`src/rtl/fchp_pkg.sv`:
```
package fchp_pkg;
  localparam int FC_W = 4;
  localparam logic [FC_W-1:0] FC_NOP  = 4'b0000;
  localparam logic [FC_W-1:0] FC_LOW  = 4'b0010;
  localparam logic [FC_W-1:0] FC_HIGH = 4'b0011;
  localparam logic [FC_W-1:0] FC_CTRL = 4'b0100;
  localparam logic [FC_W-1:0] FC_PC   = 4'b1000;

  function automatic logic is_data(input logic [FC_W-1:0] c);
    return (c == FC_LOW) || (c == FC_HIGH);
  endfunction

  function automatic logic is_stop(input logic [FC_W-1:0] c);
    return (c == FC_CTRL) || (c == FC_PC);
  endfunction
endpackage

```
`src/rtl/fchp_sampler.sv`:
```
module fchp_sampler
  import fchp_pkg::*;
(
  input  logic            clk_i,
  input  logic            rst_ni,
  input  logic            cyc_end_i,
  input  logic            cs_ni,
  input  logic [FC_W-1:0] func_i,
  input  logic            rd_wr_i,
  output logic [FC_W-1:0] code_o,
  output logic [FC_W-1:0] new_code_o,
  output logic            new_wr_o,
  output logic            done_o
);
  logic [FC_W-1:0] eff_code, code_q;
  logic            change, done_q;

  assign eff_code   = cs_ni ? FC_NOP : func_i;
  assign change     = cyc_end_i && (eff_code != code_q);
  assign new_code_o = eff_code;
  assign new_wr_o   = change && !rd_wr_i;
  assign code_o     = code_q;
  assign done_o     = done_q;

  always_ff @(posedge clk_i or negedge rst_ni) begin
    if (!rst_ni) begin
      code_q <= FC_NOP;
      done_q <= 1'b0;
    end else begin
      if (cyc_end_i) code_q <= eff_code;
      done_q <= change && is_data(code_q);
    end
  end

  p_cs_idle_r2: assert property (@(posedge clk_i) disable iff (!rst_ni)
    (cyc_end_i && cs_ni) |=> (code_q == FC_NOP));
  p_hold_code_r9: assert property (@(posedge clk_i) disable iff (!rst_ni)
    !cyc_end_i |=> $stable(code_q));
endmodule

```
`src/rtl/fchp_regfile.sv`:
```
module fchp_regfile
  import fchp_pkg::*;
#(
  parameter int DATA_W   = 16,
  parameter int CTRL_W   = 8,
  parameter int PC_W     = 8,
  parameter int WORD_BIT = 0,
  parameter int MASK_BIT = 7
) (
  input  logic              clk_i,
  input  logic              rst_ni,
  input  logic              wr_i,
  input  logic [FC_W-1:0]   code_i,
  input  logic [DATA_W-1:0] data_i,
  output logic [DATA_W-1:0] in_reg_o,
  output logic [CTRL_W-1:0] ctrl_o,
  output logic [PC_W-1:0]   pc_o
);
  localparam int BYTE_W = DATA_W / 2;

  logic [DATA_W-1:0] in_q;
  logic [CTRL_W-1:0] ctrl_q;
  logic [PC_W-1:0]   pc_q;

  always_ff @(posedge clk_i or negedge rst_ni) begin
    if (!rst_ni) begin
      in_q   <= '0;
      ctrl_q <= '0;
      pc_q   <= '0;
    end else if (wr_i) begin
      case (code_i)
        FC_LOW:  in_q[BYTE_W-1:0] <= data_i[BYTE_W-1:0];
        FC_HIGH: begin
          if (ctrl_q[WORD_BIT]) in_q <= data_i;
          else in_q[DATA_W-1:BYTE_W] <= data_i[BYTE_W-1:0];
        end
        FC_CTRL: ctrl_q <= data_i[CTRL_W-1:0];
        FC_PC: begin
          pc_q             <= data_i[PC_W-1:0];
          ctrl_q[MASK_BIT] <= 1'b1;
        end
        default: ;
      endcase
    end
  end

  assign in_reg_o = in_q;
  assign ctrl_o   = ctrl_q;
  assign pc_o     = pc_q;

  p_pc_mask_r7: assert property (@(posedge clk_i) disable iff (!rst_ni)
    (wr_i && code_i == FC_PC) |=> ctrl_q[MASK_BIT]);
  p_regs_stable_r9: assert property (@(posedge clk_i) disable iff (!rst_ni)
    !wr_i |=> ($stable(in_q) && $stable(ctrl_q) && $stable(pc_q)));
endmodule

```
`src/rtl/fcode_host_port.sv`:
```
module fcode_host_port
  import fchp_pkg::*;
#(
  parameter int DATA_W   = 16,
  parameter int CTRL_W   = 8,
  parameter int PC_W     = 8,
  parameter int WORD_BIT = 0,
  parameter int MASK_BIT = 7
) (
  input  logic              clk_i,
  input  logic              rst_ni,
  input  logic              cyc_end_i,
  input  logic              cs_ni,
  input  logic [FC_W-1:0]   func_i,
  input  logic              rd_wr_i,
  input  logic [DATA_W-1:0] data_i,
  output logic [DATA_W-1:0] data_o,
  output logic              data_oe_o,
  input  logic [DATA_W-1:0] out_reg_i,
  output logic [DATA_W-1:0] in_reg_o,
  output logic [CTRL_W-1:0] ctrl_o,
  output logic [PC_W-1:0]   pc_o,
  output logic              stop_o,
  output logic              xfer_irq_o
);
  localparam int BYTE_W = DATA_W / 2;

  logic [FC_W-1:0] code_q, new_code;
  logic            new_wr, done;

  fchp_sampler u_sampler (
    .clk_i      (clk_i),
    .rst_ni     (rst_ni),
    .cyc_end_i  (cyc_end_i),
    .cs_ni      (cs_ni),
    .func_i     (func_i),
    .rd_wr_i    (rd_wr_i),
    .code_o     (code_q),
    .new_code_o (new_code),
    .new_wr_o   (new_wr),
    .done_o     (done)
  );

  fchp_regfile #(
    .DATA_W   (DATA_W),
    .CTRL_W   (CTRL_W),
    .PC_W     (PC_W),
    .WORD_BIT (WORD_BIT),
    .MASK_BIT (MASK_BIT)
  ) u_regfile (
    .clk_i    (clk_i),
    .rst_ni   (rst_ni),
    .wr_i     (new_wr),
    .code_i   (new_code),
    .data_i   (data_i),
    .in_reg_o (in_reg_o),
    .ctrl_o   (ctrl_o),
    .pc_o     (pc_o)
  );

  // read path follows the live code; only data codes may drive the bus
  always_comb begin
    data_o = '0;
    unique case (func_i)
      FC_LOW:  data_o[BYTE_W-1:0] = out_reg_i[BYTE_W-1:0];
      FC_HIGH: begin
        if (ctrl_o[WORD_BIT]) data_o = out_reg_i;
        else data_o[BYTE_W-1:0] = out_reg_i[DATA_W-1:BYTE_W];
      end
      default: data_o = '0;
    endcase
  end

  assign data_oe_o  = !cs_ni && rd_wr_i && is_data(func_i);
  assign stop_o     = is_stop(code_q);
  assign xfer_irq_o = done;

  p_irq_single_r10: assert property (@(posedge clk_i) disable iff (!rst_ni)
    xfer_irq_o |=> !xfer_irq_o);
  p_stop_hold_r8: assert property (@(posedge clk_i) disable iff (!rst_ni)
    (stop_o && !cyc_end_i) |=> stop_o);
  p_stop_no_irq_r10: assert property (@(posedge clk_i) disable iff (!rst_ni)
    (stop_o && !cyc_end_i) |=> !xfer_irq_o);
endmodule

```
`config.mk`:
```
export PLATFORM = sky130hd
export DESIGN_NAME = fcode_host_port
export DESIGN_NICKNAME = d
export VERILOG_FILES = /design/src/rtl/fchp_pkg.sv /design/src/rtl/fchp_sampler.sv /design/src/rtl/fchp_regfile.sv /design/src/rtl/fcode_host_port.sv
export SDC_FILE = /design/constraint.sdc
export NUM_CORES = 1
export LEC_CHECK = 0
export ABC_AREA = 1
export BUFFER_PORTS_ARGS = -buffer_cell sky130_fd_sc_hd__buf_2
export CAP_MARGIN = 20
export CORE_MARGIN = 4
export CORE_UTILIZATION = 43
export DETAILED_ROUTE_END_ITERATION = 12
export PLACE_DENSITY = 0.77
export SYNTH_ARGS = -nofsm -noshare
export SYNTH_HDL_FRONTEND = slang
export SYNTH_SLANG_ARGS = --single-unit
```
`constraint.sdc`:
```
create_clock -name clk_i -period 1.4 [get_ports clk_i]
set_input_delay 0.14 -clock clk_i [delete_from_list [all_inputs] [get_ports clk_i]]
set_output_delay 0.14 -clock clk_i [all_outputs]
set_load 0.05 [all_outputs]
```
# After elaboration in Yosys (flattened, before gate mapping)
# Index checks and enable logic that the tools add are counted.
[totals] regBits=37 input_bits=41 word_cells=45
[op_classes] eq_ne=12 n_mux=9 reduce_logical=17
[op_table] cell="2-to-1 mux 8 bit" n=5
[op_table] cell="one-hot mux 8 bit (2 select lines)" n=2
[op_table] cell="== test 4 x 2 -> 1 bit (second input constant)" n=6
[op_table] cell="== test 4 x 3 -> 1 bit (second input constant)" n=2
[op_table] cell="== test 4 bit (second input constant)" n=2
[op_table] cell="AND reduction 2 bit" n=4
[op_table] cell="logical AND 1 bit" n=5
[op_table] cell="2-to-1 mux 4 bit" n=1
[op_table] cell="inequality test 4 bit" n=1
[op_table] cell="nonzero test 2 bit" n=2
[op_table] cell="logical OR 1 bit" n=3
[op_table] cell="AND reduction 3 bit" n=1
[op_table] cell="logical NOT 1 bit" n=2
[op_table] cell="inequality test 2 x 1 -> 1 bit (second input constant)" n=1
[op_table] cell="one-hot mux 1 bit (2 select lines)" n=1

# Depth between registers and ports, before layout
# Gate-level depths: netlist of the first run.
[logic_depth] ltp_word=5 depth_mapped=11

# Hierarchy
# From an unflattened synthesis of the first run, not the netlist that was laid out.
[hier_totals] hier_cells=290 area_unflattened_um2=2134.5
[by_module_without_submodules] module="fchp_regfile" n_inst=1 cells_each=161 area_per_inst_um2=1456.4 seq_area_each_um2=800.8
[by_module_without_submodules] module="fcode_host_port" n_inst=1 cells_each=84 area_per_inst_um2=387.9 seq_area_each_um2=0.0
[by_module_without_submodules] module="fchp_sampler" n_inst=1 cells_each=45 area_per_inst_um2=290.3 seq_area_each_um2=125.1

# Least setup slack after synthesis of the first run
# No wires, ideal clock.
[synth_timing] path_type="register -> output" from="register u_regfile.ctrl_q[0] (netlist: u_regfile.ctrl_o[0])" to="output data_o[0]" arrival_ns=2.068 required_time_ns=1.260 slack_ns=-0.808 stages_incl_launch_ff=4 n_path_buf=1 cell_sequence="dfrtp_1 -> clkbuf_1 -> o21ai_1 -> o22ai_1"
[synth_via] elab_chain_cells=2
[synth_lines] element="start: declaration" line="fchp_regfile.sv:22" rtl="logic [CTRL_W-1:0] ctrl_q;"
[synth_lines] element="start signal: assignment" line="fchp_regfile.sv:37" rtl="FC_CTRL: ctrl_q <= data_i[CTRL_W-1:0];"
[synth_lines] element="2-to-1 mux 8 bit" line="fcode_host_port.sv:67" rtl="if (ctrl_o[WORD_BIT]) data_o = out_reg_i;"
[synth_lines] element="one-hot mux 8 bit (2 select lines)" line="fcode_host_port.sv:64" rtl="unique case (func_i)"
[synth_lines] element="end: declaration" line="fcode_host_port.sv:17" rtl="output logic [DATA_W-1:0] data_o,"
# Every way passes these cells.

# Final worst setup path of the first run
[layout_timing] from="register u_regfile.ctrl_q[0] (netlist: u_regfile.ctrl_o[0])" to="output data_o[4]"
# Same word-level chain as after synthesis.

==> qor.csv, run 1 <==
metric,value,unit
vias in the first global route,2274,
H-tree depth,2,
mux share of post-synthesis cell area,3.75,%
Crit path arrival time,1.44,ns
Final HPWL DP,4590,um
Post-synth ARST share,100,%
Routed WL,6950,um
failing checks,setup timing,
DR vias,2336,
Routability Congestion,0.837,
critical path startpoint category,flip-flop,
final setup fails,14,
count of clock tree sinks,37,
total congestion overflow,0,
post-synth cell types,23,
pin count of the biggest net entering global routing,38,
Routed Antenna Nets,0,
placed cells,427,
antenna violations before repair,0,
CTS max path bufs,2,
min Tclk post-route,1.58,ns
slew margin rel.,70.3,%
M2 GR Usage,35.5,%
area delta synth->final,62.9,%
switching portion of total power,44.3,%
Initial Utilization,44.5,%
P_int,2.12,mW
row count,25,
Fillers,361,
Synth Area in Adders,0,%
total die area,6060,sq um
DR pass1 iterations,4,
setup slack after layout,-0.181,ns
Avg Inst Size Synth,8.30,sq um
Max-Cap Viols,0,
start of the worst register-to-register path,u_sampler.code_o[3]$_DFFE_PN0P_,
xor and xnor area share after synthesis,0,%
worst hold path class,in -> reg,
post-synthesis simple-gate area fraction,40.2,%
largest family of logic cells by synthesized area,simple AND/OR/NAND/NOR gates,
global-route wire length before repair,10800,um
DRC,0,
CP endpoint kind,primary output,
combined area of the multi-input logic cells,1270,sq um
Synth Instances,253,
routed len/inst,15.5,um
cts bufs inserted,5,
Max Clk Rate,632,MHz
status,"complete, but fails checks",
pwr/cell area,1110,nW/um^2
CTS tree,built,
DR iter-0 viols,101,
clk_lat worst skew,0.30,ns
synth cell count leaders,"88 x nand2_1, 37 x dfrtp_1, 32 x nand4_1",
# nets final,421,
Core ar.,4720,sq um
"top cells by area, synth","dfrtp_1 44%, nand2_1 16%, nand4_1 9.5%",
Setup CP Type,reg -> out,
clk root buf,clkbuf_8,
total power,3.81,mW
layout cells sized above 1,50.7,%
IO Port Bufs,91,
Syn. warnings,0,
Max Slew Vio Count,0,
layer with the highest usage,met2,
met3 Use GR,5.22,%
VDD IR max,964,uV
Setup Skew,0.00954,ns
fin cells,448,
Clk pwr share,20.9,%
cell accounting for the most synthesized area,dfrtp_1,
GR Util met1,28.8,%
Syn Nets,294,
"Seq/Total Area, Yosys",44.1,%
P_sw,1.69,mW
register bit total from synthesis,37,
Die Height,77.9,um
logic gate share of total power,43.2,%
Main synth FF type,dfrtp_1,
Worst-Margin Slew,0.446,ns
top-count cell post-synth,nand2_1,
number of diodes,0,
Final Hold Viols,0,
crit share post-route,113,%
Seq. cell area,927,sq um
via/cell ratio,5.21,
number of synthesized flops with an enable pin,0,
Worst-path clk slew,0.08,ns
Post-Syn Area,2100,sq um
CP Data Required Time,1.26,ns
Pleak,1.83,nW
Synth top area share,44.1,%
Final Core Density,72.4,%
Hold Path Origin,data_i[5],
CP max FO,8,
Synth Area in Compound Gates,4.05,%
Die X,77.9,um
Ports,92,
sequential power share,35.9,%
CP startpoint,u_regfile.ctrl_o[0]$_DFFE_PN0P_,
RSZ-0062 raised after global routing,yes,
Global Route Usage Sum,22.1,%
-- state kept, by name (all words and copies together), names as in the netlist --
name	flops
u_sampler.done_o	1
u_regfile.ctrl_o	8
u_regfile.in_reg_o	16
u_regfile.pc_o	8
u_sampler.code_o	4
-- per-layer routing --
layer	routed length, um	part of all wire (%)	vias to the layer above
li1	-	-	1101
met1	2860	41	1086
met3	597	8.6	17
met5	0	0	-
met2	3330	48	132
met4	165	2.4	0
-- final timing paths --
check / endpoint / depth (start not counted) / slack [ns]
setup / recovery: data_o[4] / 4 / -0.18
hold / removal: u_regfile.in_reg_o[5]$_DFFE_PN0P_ / 3 / 0.13
setup reg to reg: u_sampler.done_o$_DFF_PN0_ / 8 / 0.02
hold reg to reg: u_regfile.in_reg_o[15]$_DFFE_PN0P_ / 2 / 0.48
max in group asynchronous: u_regfile.ctrl_o[0]$_DFFE_PN0P_ / 3 / 0.86
min in group asynchronous: u_regfile.pc_o[0]$_DFFE_PN0P_ / 3 / 0.34
-- area by class of cell --
cell class | count | area share, %
multi-input combinational | 181 | 37.3
timing repair buffer | 127 | 27.3
sequential | 37 | 27.1
inverter | 28 | 3.07
tap | 67 | 2.45
clock buffer | 6 | 2.41
clock inverter | 2 | 0.402
-- what timing repair did --
action                     4_1_cts  5_1_grt
setup endpoints to repair       51       50
pin swaps                        5       16
hold buffers                     1        0
gates resized for setup         41       23
gates cloned                     1        1
buffers inserted                 5        6
hold endpoints to repair        37        0
-- cell usage in the layout (no fill, tap or decap), drive strengths merged --
cell type,netlist,layout
mux2,7,7
nor3,2,2
o21ai,7,7
and3,1,1
dlygate4sd3,0,1
nor2,17,18
buf,4,126
o22ai,8,8
clkinv,0,2
clkbuf,4,6
nand2,93,93
nand4,36,36
inv,28,28
nand3,8,8
nor3b,1,1
dfrtp,37,37
-- worst max-delay path, cell delays in order (launching register included) --
cell	delay, ns
dfrtp_2	0.48
nor2_4	0.17
nand2_8	0.13
o22ai_4	0.18
buf_6	0.18
-- logic make-up after synthesis --
logic type             Yosys count
and+or+nand+nor                158
AOI/OAI and AO/OA               15
buffers and inverters           36
muxes                            7
DFF                             37
-- metrics by stage --
| step | worst slack, ns | setup TNS, ns | area, sq um | hold slack, ns |
|---|---|---|---|---|
| finish | -0.181 | -1.93 | 3420 | 0.133 |
| global route | -0.249 | -4.10 | 3420 | 0.130 |
| CTS | -0.187 | -1.95 | 3310 | 0.127 |
| detailed placement | -0.237 | -7.31 | 3010 | 0.120 |
| global placement | -0.173 | -5.34 | 3010 | 0.117 |
| floorplan | -0.145 | -2.04 | 2320 | -0.156 |
-- power by group through the flow --
stage                     clock, mW  sequential, mW  combinational, mW
after CTS                     0.816            1.37               1.59
after global routing          0.874            1.39               1.74
after global placement            0            1.38               1.50
after detailed placement          0            1.38               1.53
after floorplan                   0            1.97              0.508
final                         0.797            1.37               1.65
Power figures use the tool's default switching activity.
==> run 2, diff against run 1 <==
ABC_AREA = not set   (was 1)
CORE_UTILIZATION = 42   (was 43)
PLACE_DENSITY = 0.76   (was 0.77)
==> qor.csv, run 2 <==
metric,value,unit,change
hold depth,2,,-1
vias in the first global route,2084,,-8.4%
CP Cell Sequence,nor2_2 > buf_4 > a2111oi_4 > a32oi_4 > nor3b_4 > buf_4 > mux2_2,,
CTS max path bufs,2,,unchanged
min Tclk post-route,2.03,ns,+0.453 ns
Synth Instances,165,,-35%
Worst R2R Path Depth,7,,-1
Final Hold Viols,0,,unchanged
total congestion overflow,0,,unchanged
synth cell count leaders,"39 x mux2_2, 37 x dfrtp_1, 20 x nand2_1",,
global-route wire length before repair,11000,um,+1.9%
CP Data Required Time,1.58,ns,+0.32 ns
H-tree depth,2,,unchanged
DR pass1 iterations,4,,unchanged
CP bufs+invs,2,,+1
via/cell ratio,5.38,,+3.1%
critical path startpoint category,flip-flop,,
setup_tns,-21.27,ns,-19.34 ns
CP endpoint kind,flip-flop,,
Ports,92,,unchanged
fin cells,360,,-20%
total die area,5770,sq um,-4.9%
Pleak,1.82,nW,-0.46%
failing checks,setup timing,,
Main synth FF type,dfrtp_1,,
DR iter-0 viols,121,,+20%
cell repeated most along the worst path,buf_4,,
Largest register FFs,16,,unchanged
count of clock tree sinks,37,,unchanged
cts bufs inserted,5,,unchanged
top-count cell post-synth,mux2_2,,
row count,24,,-4.0%
Routability Congestion,0.823,,-1.6%
routed len/inst,20.5,um,+32%
Avg Inst Size Synth,11.8,sq um,+42%
crit path max-delay cell type,dfrtp_1,,
number of diodes,0,,unchanged
area delta synth->final,88.3,%,
Crit path max-delay family,compound AO/OA/AOI/OAI gates,,
CP Depth,7,,+3
Setup CP Type,reg -> reg,,
status,"complete, but fails checks",,
Setup Skew,0.00495,ns,-0.00459 ns
Core ar.,4410,sq um,-6.5%
"top cells by area, synth","dfrtp_1 48%, mux2_2 23%, nand2_1 3.9%",,
Crit path arrival time,2.21,ns,+0.77 ns
DRC,0,,unchanged
start of the worst register-to-register path,u_sampler.code_o[2]$_DFFE_PN0P_,,
layout cells sized above 1,80.5,%,+30 points
pwr/cell area,1080,nW/um^2,-3.1%
IO Port Bufs,91,,unchanged
Hold Path Origin,data_i[6],,
Max-Cap Viols,0,,unchanged
antenna violations before repair,0,,unchanged
placed cells,332,,-22%
crit share post-route,145,%,+32 points
VDD IR max,1000,uV,+4.2%
CP max FO,4,,-4
clk root buf,clkbuf_8,,
Post-synth ARST share,100,%,unchanged
Global Route Usage Sum,23.5,%,+1.4 points
Synth top area share,47.7,%,+3.6 points
Max Slew Vio Count,0,,unchanged
Worst-path clk slew,0.07,ns,about the same
Die X,76.0,um,-2.5%
# nets final,348,,-17%
setup slack after layout,-0.635,ns,-0.453 ns
worst hold path class,in -> reg,,
Die Height,76.0,um,-2.5%
Max Clk Rate,491,MHz,-22%
register bit total from synthesis,37,,unchanged
CTS tree,built,,
Final HPWL DP,4400,um,-4.2%
number of synthesized flops with an enable pin,0,,unchanged
Post-Syn Area,1940,sq um,-7.6%
RSZ-0062 raised after global routing,yes,,
Min Hold Slack,0.115,ns,-0.0186 ns
CP peak stage delay,0.43,ns,-0.05 ns
Routed WL,7370,um,+5.9%
Initial Utilization,43.9,%,-0.52 points
Syn. warnings,0,,unchanged
slew margin rel.,63.2,%,-7.1 points
DR vias,1935,,-17%
Routed Antenna Nets,0,,unchanged
Worst-Margin Slew,0.553,ns,+0.107 ns
pin count of the biggest net entering global routing,25,,-34%
Syn Nets,206,,-30%
Post-Place Setup Slack,-0.611,ns,-0.374 ns
"Seq/Total Area, Yosys",47.7,%,+3.6 points
cell accounting for the most synthesized area,dfrtp_1,,
"commonest non-fill, non-tap cell in the layout",buf_2,,
clk_lat worst skew,0.29,ns,about the same
"commonest cells after routing, fill and taps aside","73 x buf_2, 34 x dfrtp_1, 32 x buf_4, 29 x mux2_4, 25 x buf_6",,
post-synth cell types,33,,+43%
final setup fails,51,,+37
CP startpoint,u_sampler.code_o[2]$_DFFE_PN0P_,,
[run 2: cell types whose count changed in the layout (fill, tap and decap cells not counted), moves of 11 or more]
cell     before  now
nand2_1      83    2
nand4_1      32    0
mux2_4        0   29
inv_1        20    4
nand2_4       2   14
nor2_4       13    2
[run 2: layer usage]
| layer | routed length, um | GRT usage [%] | vias to the layer above | part of all wire [%] |
|---|---|---|---|---|
| met5 | 0 | 0 | - | 0 |
| met1 | 2980 | 28.6 | 980 | 40 |
| met4 | 116 | 6.05 | 0 | 1.6 |
| li1 | - | - | 867 | - |
| met2 | 3930 | 40.7 | 74 | 53 |
| met3 | 334 | 6.28 | 14 | 4.5 |
[run 2: power breakdown]
group	switching, mW	internal, mW
clock network	0.376	0.402
registers	0.117	1.24
logic	1.12	0.701
total	1.61	2.34
[run 2: metrics by stage]
stage	area, sq um	utilization [%]	power, mW
CTS	3480	78.9	3.81
finish	3650	82.7	3.95
floorplan	2240	-	2.44
global placement	2920	66.1	2.81
global route	3650	82.7	4.10
detailed placement	2920	66.1	2.84
[run 2: kinds of logic (layout without fill, tap and decap cells)]
group / count (synthesis) / in the layout / share of synthesized area [%]
xor+xnor: 3 / 3 / 1.36
flops: 37 / 37 / 47.7
mux: 40 / 40 / 23.2
buf+inv: 13 / 156 / 2.84
simple gates: 52 / 52 / 17.0
compound gates: 20 / 20 / 7.81
[run 2: area by class of cell]
type | instances | area (sq um)
Sequential cell | 37 | 930
Clock buffer | 8 | 90.1
Inverter | 5 | 23.8
Fill cell | 217 | 762
Tap cell | 52 | 65.1
Timing Repair Buffer | 143 | 1100
Multi-Input combinational cell | 115 | 1440
[run 2: worst paths after layout]
check / end / slack, ns
max: u_regfile.ctrl_o[0]$_DFFE_PN0P_ / -0.63
min: u_regfile.ctrl_o[6]$_DFFE_PN0P_ / 0.11
max reg2reg: u_regfile.ctrl_o[0]$_DFFE_PN0P_ / -0.63
min reg2reg: u_regfile.in_reg_o[3]$_DFFE_PN0P_ / 0.50
max in group asynchronous: u_regfile.ctrl_o[0]$_DFFE_PN0P_ / 0.51
min in group asynchronous: u_regfile.pc_o[7]$_DFFE_PN0P_ / 0.36
[run 2: timing repair]
action	in CTS	in global routing
setup endpoints to repair	51	51
hold endpoints to repair	22	0
pin swaps	26	19
resized for setup	94	23
hold buffers	1	0
buffers inserted	13	7
gates cloned	1	0
==> run 3, diff against run 2 <==
ABC_AREA = 1   (was not set)
CORE_UTILIZATION = 43   (was 42)
PLACE_DENSITY = 0.81   (was 0.76)
==> qor.csv, run 3 (synthesis gave the netlist of run 1 again) <==
metric,value,unit,change
VDD IR max,819,uV,-18%
CP Data Required Time,1.26,ns,-0.32 ns
placed cells,429,,+29%
Setup Skew,0.00805,ns,+0.00310 ns
CTS tree,built,,
crit share post-route,111,%,-35 points
Worst-path clk slew,0.07,ns,about the same
row count,25,,+4.2%
Worst-Margin Slew,0.519,ns,-0.0336 ns
critical path startpoint category,flip-flop,,
clk root buf,clkbuf_8,,
DR vias,2279,,+18%
CP peak stage delay,0.46,ns,+0.03 ns
pin count of the biggest net entering global routing,24,,-4.0%
Final Hold Viols,0,,unchanged
CP endpoint kind,primary output,,
failing checks,setup timing,,
Die Height,77.9,um,+2.5%
CP Cell Sequence,nor2_4 > nand2_8 > o22ai_4 > buf_6,,
Routability Congestion,0.836,,+1.5%
slew margin rel.,65.4,%,+2.2 points
routed len/inst,15.3,um,-25%
Pleak,1.80,nW,-1.3%
global-route wire length before repair,11000,um,+0.25%
min Tclk post-route,1.55,ns,-0.488 ns
Routed Antenna Nets,0,,unchanged
CTS max path bufs,2,,unchanged
Routed WL,6780,um,-7.9%
H-tree depth,2,,unchanged
Die X,77.9,um,+2.5%
Initial Utilization,44.5,%,+0.52 points
antenna violations before repair,0,,unchanged
DRC,0,,unchanged
Max Clk Rate,646,MHz,+32%
setup_tns,-2.13,ns,+19.14 ns
"commonest non-fill, non-tap cell in the layout",nand2_1,,
fin cells,444,,+23%
DR iter-0 viols,124,,+2.5%
Largest register FFs,16,,unchanged
area delta synth->final,60.2,%,
layout cells sized above 1,50.7,%,-30 points
clk_lat worst skew,0.28,ns,about the same
Max-Cap Viols,0,,unchanged
cts bufs inserted,5,,unchanged
Core ar.,4720,sq um,+7.0%
crit path max-delay cell type,dfrtp_2,,
final instance area,3360,sq um,-7.9%
Final Core Density,71.2,%,-12 points
final setup fails,16,,-69%
Final HPWL DP,4740,um,+7.8%
Global Route Usage Sum,22.5,%,-0.92 points
IO Port Bufs,91,,unchanged
worst hold path class,in -> reg,,
number of diodes,0,,unchanged
Ports,92,,unchanged
"commonest cells after routing, fill and taps aside","80 x nand2_1, 74 x buf_2, 35 x dfrtp_1, 32 x nand4_1, 22 x buf_4",,
RSZ-0062 raised after global routing,yes,,
Worst R2R Setup Slack,0.04,ns,+0.67 ns
vias in the first global route,2306,,+11%
status,"complete, but fails checks",,
CP max FO,8,,+4
setup slack after layout,-0.147,ns,+0.488 ns
dpl cell area,3020,sq um,+3.6%
Max Slew Vio Count,0,,unchanged
count of clock tree sinks,37,,unchanged
Setup CP Type,reg -> out,,
via/cell ratio,5.13,,-4.5%
pwr/cell area,1100,nW/um^2,+2.0%
# nets final,417,,+20%
total congestion overflow,0,,unchanged
DR pass1 iterations,4,,unchanged
Crit path arrival time,1.41,ns,-0.80 ns
total die area,6060,sq um,+5.1%
-- run 3: changes by cell type in the layout (fill, tap and decap cells not counted), moves of 11 or more --
cell,previous run,this run
nor2_4,2,13
nand2_4,14,2
nand4_1,0,32
nand2_1,2,80
inv_1,4,20
mux2_4,29,0
-- run 3: critical path, delay by kind of cell (launching register included) --
| kind | cells | cell delay, ns |
|---|---|---|
| flip-flops | 1 | 0.46 |
| buffers and inverters | 1 | 0.18 |
| AO/OA/AOI/OAI | 1 | 0.19 |
| AND/OR/NAND/NOR | 2 | 0.29 |
-- run 3: path summary, 6_finish.rpt --
kind,startpoint,to,cells past startpoint
hold reg to reg,u_regfile.in_reg_o[6]$_DFFE_PN0P_,u_regfile.in_reg_o[6]$_DFFE_PN0P_,2
setup reg to reg,u_sampler.code_o[1]$_DFFE_PN0P_,u_regfile.in_reg_o[12]$_DFFE_PN0P_,8
setup / recovery,u_regfile.ctrl_o[0]$_DFFE_PN0P_,data_o[1],4
hold / removal,data_i[0],u_regfile.ctrl_o[0]$_DFFE_PN0P_,3
min in group asynchronous,rst_ni,u_regfile.in_reg_o[13]$_DFFE_PN0P_,2
max in group asynchronous,rst_ni,u_sampler.code_o[1]$_DFFE_PN0P_,3
-- run 3: power by group --
group          switching, mW  leakage [nW]  total [mW]  internal [mW]
clock                  0.349        0.0395       0.703          0.354
sequential             0.117         0.485        1.37           1.25
combinational           1.16          1.27        1.64          0.475
-- run 3: cell type report --
cell class	instances	area (sq um)
tap	67	83.8
timing repair buffer	123	881
multi-input combinational	181	1280
clock buffer	8	80.1
sequential	37	928
inverter	28	105
fill	339	1360
-- run 3: timing repair --
item	CTS	global route
hold buffers	1	0
endpoints found under the setup margin	50	50
setup buffers	2	5
resized for setup	37	25
pin swaps	4	14
gates cloned	1	0
hold endpoints to repair	21	0
-- run 3: per-layer routing --
metal,vias up,share of wire [%],global-route usage (%)
li1,1096,-,-
met1,1074,39,28.4
met2,99,52,39.2
met3,10,7.8,4.76
met4,0,1.1,5.34
met5,-,0,0
-- run 3: through the flow --
| stage | worst slack (ns) | power, mW | hold slack (ns) |
|---|---|---|---|
| 6_report | -0.147 | 3.71 | 0.140 |
| 2_1_floorplan | -0.145 | 2.48 | -0.156 |
| 4_1_cts | -0.156 | 3.68 | 0.141 |
| 3_3_place_gp | -0.148 | 2.89 | 0.132 |
| 3_5_place_dp | -0.224 | 2.92 | 0.139 |
| 5_1_grt | -0.217 | 3.88 | 0.138 |
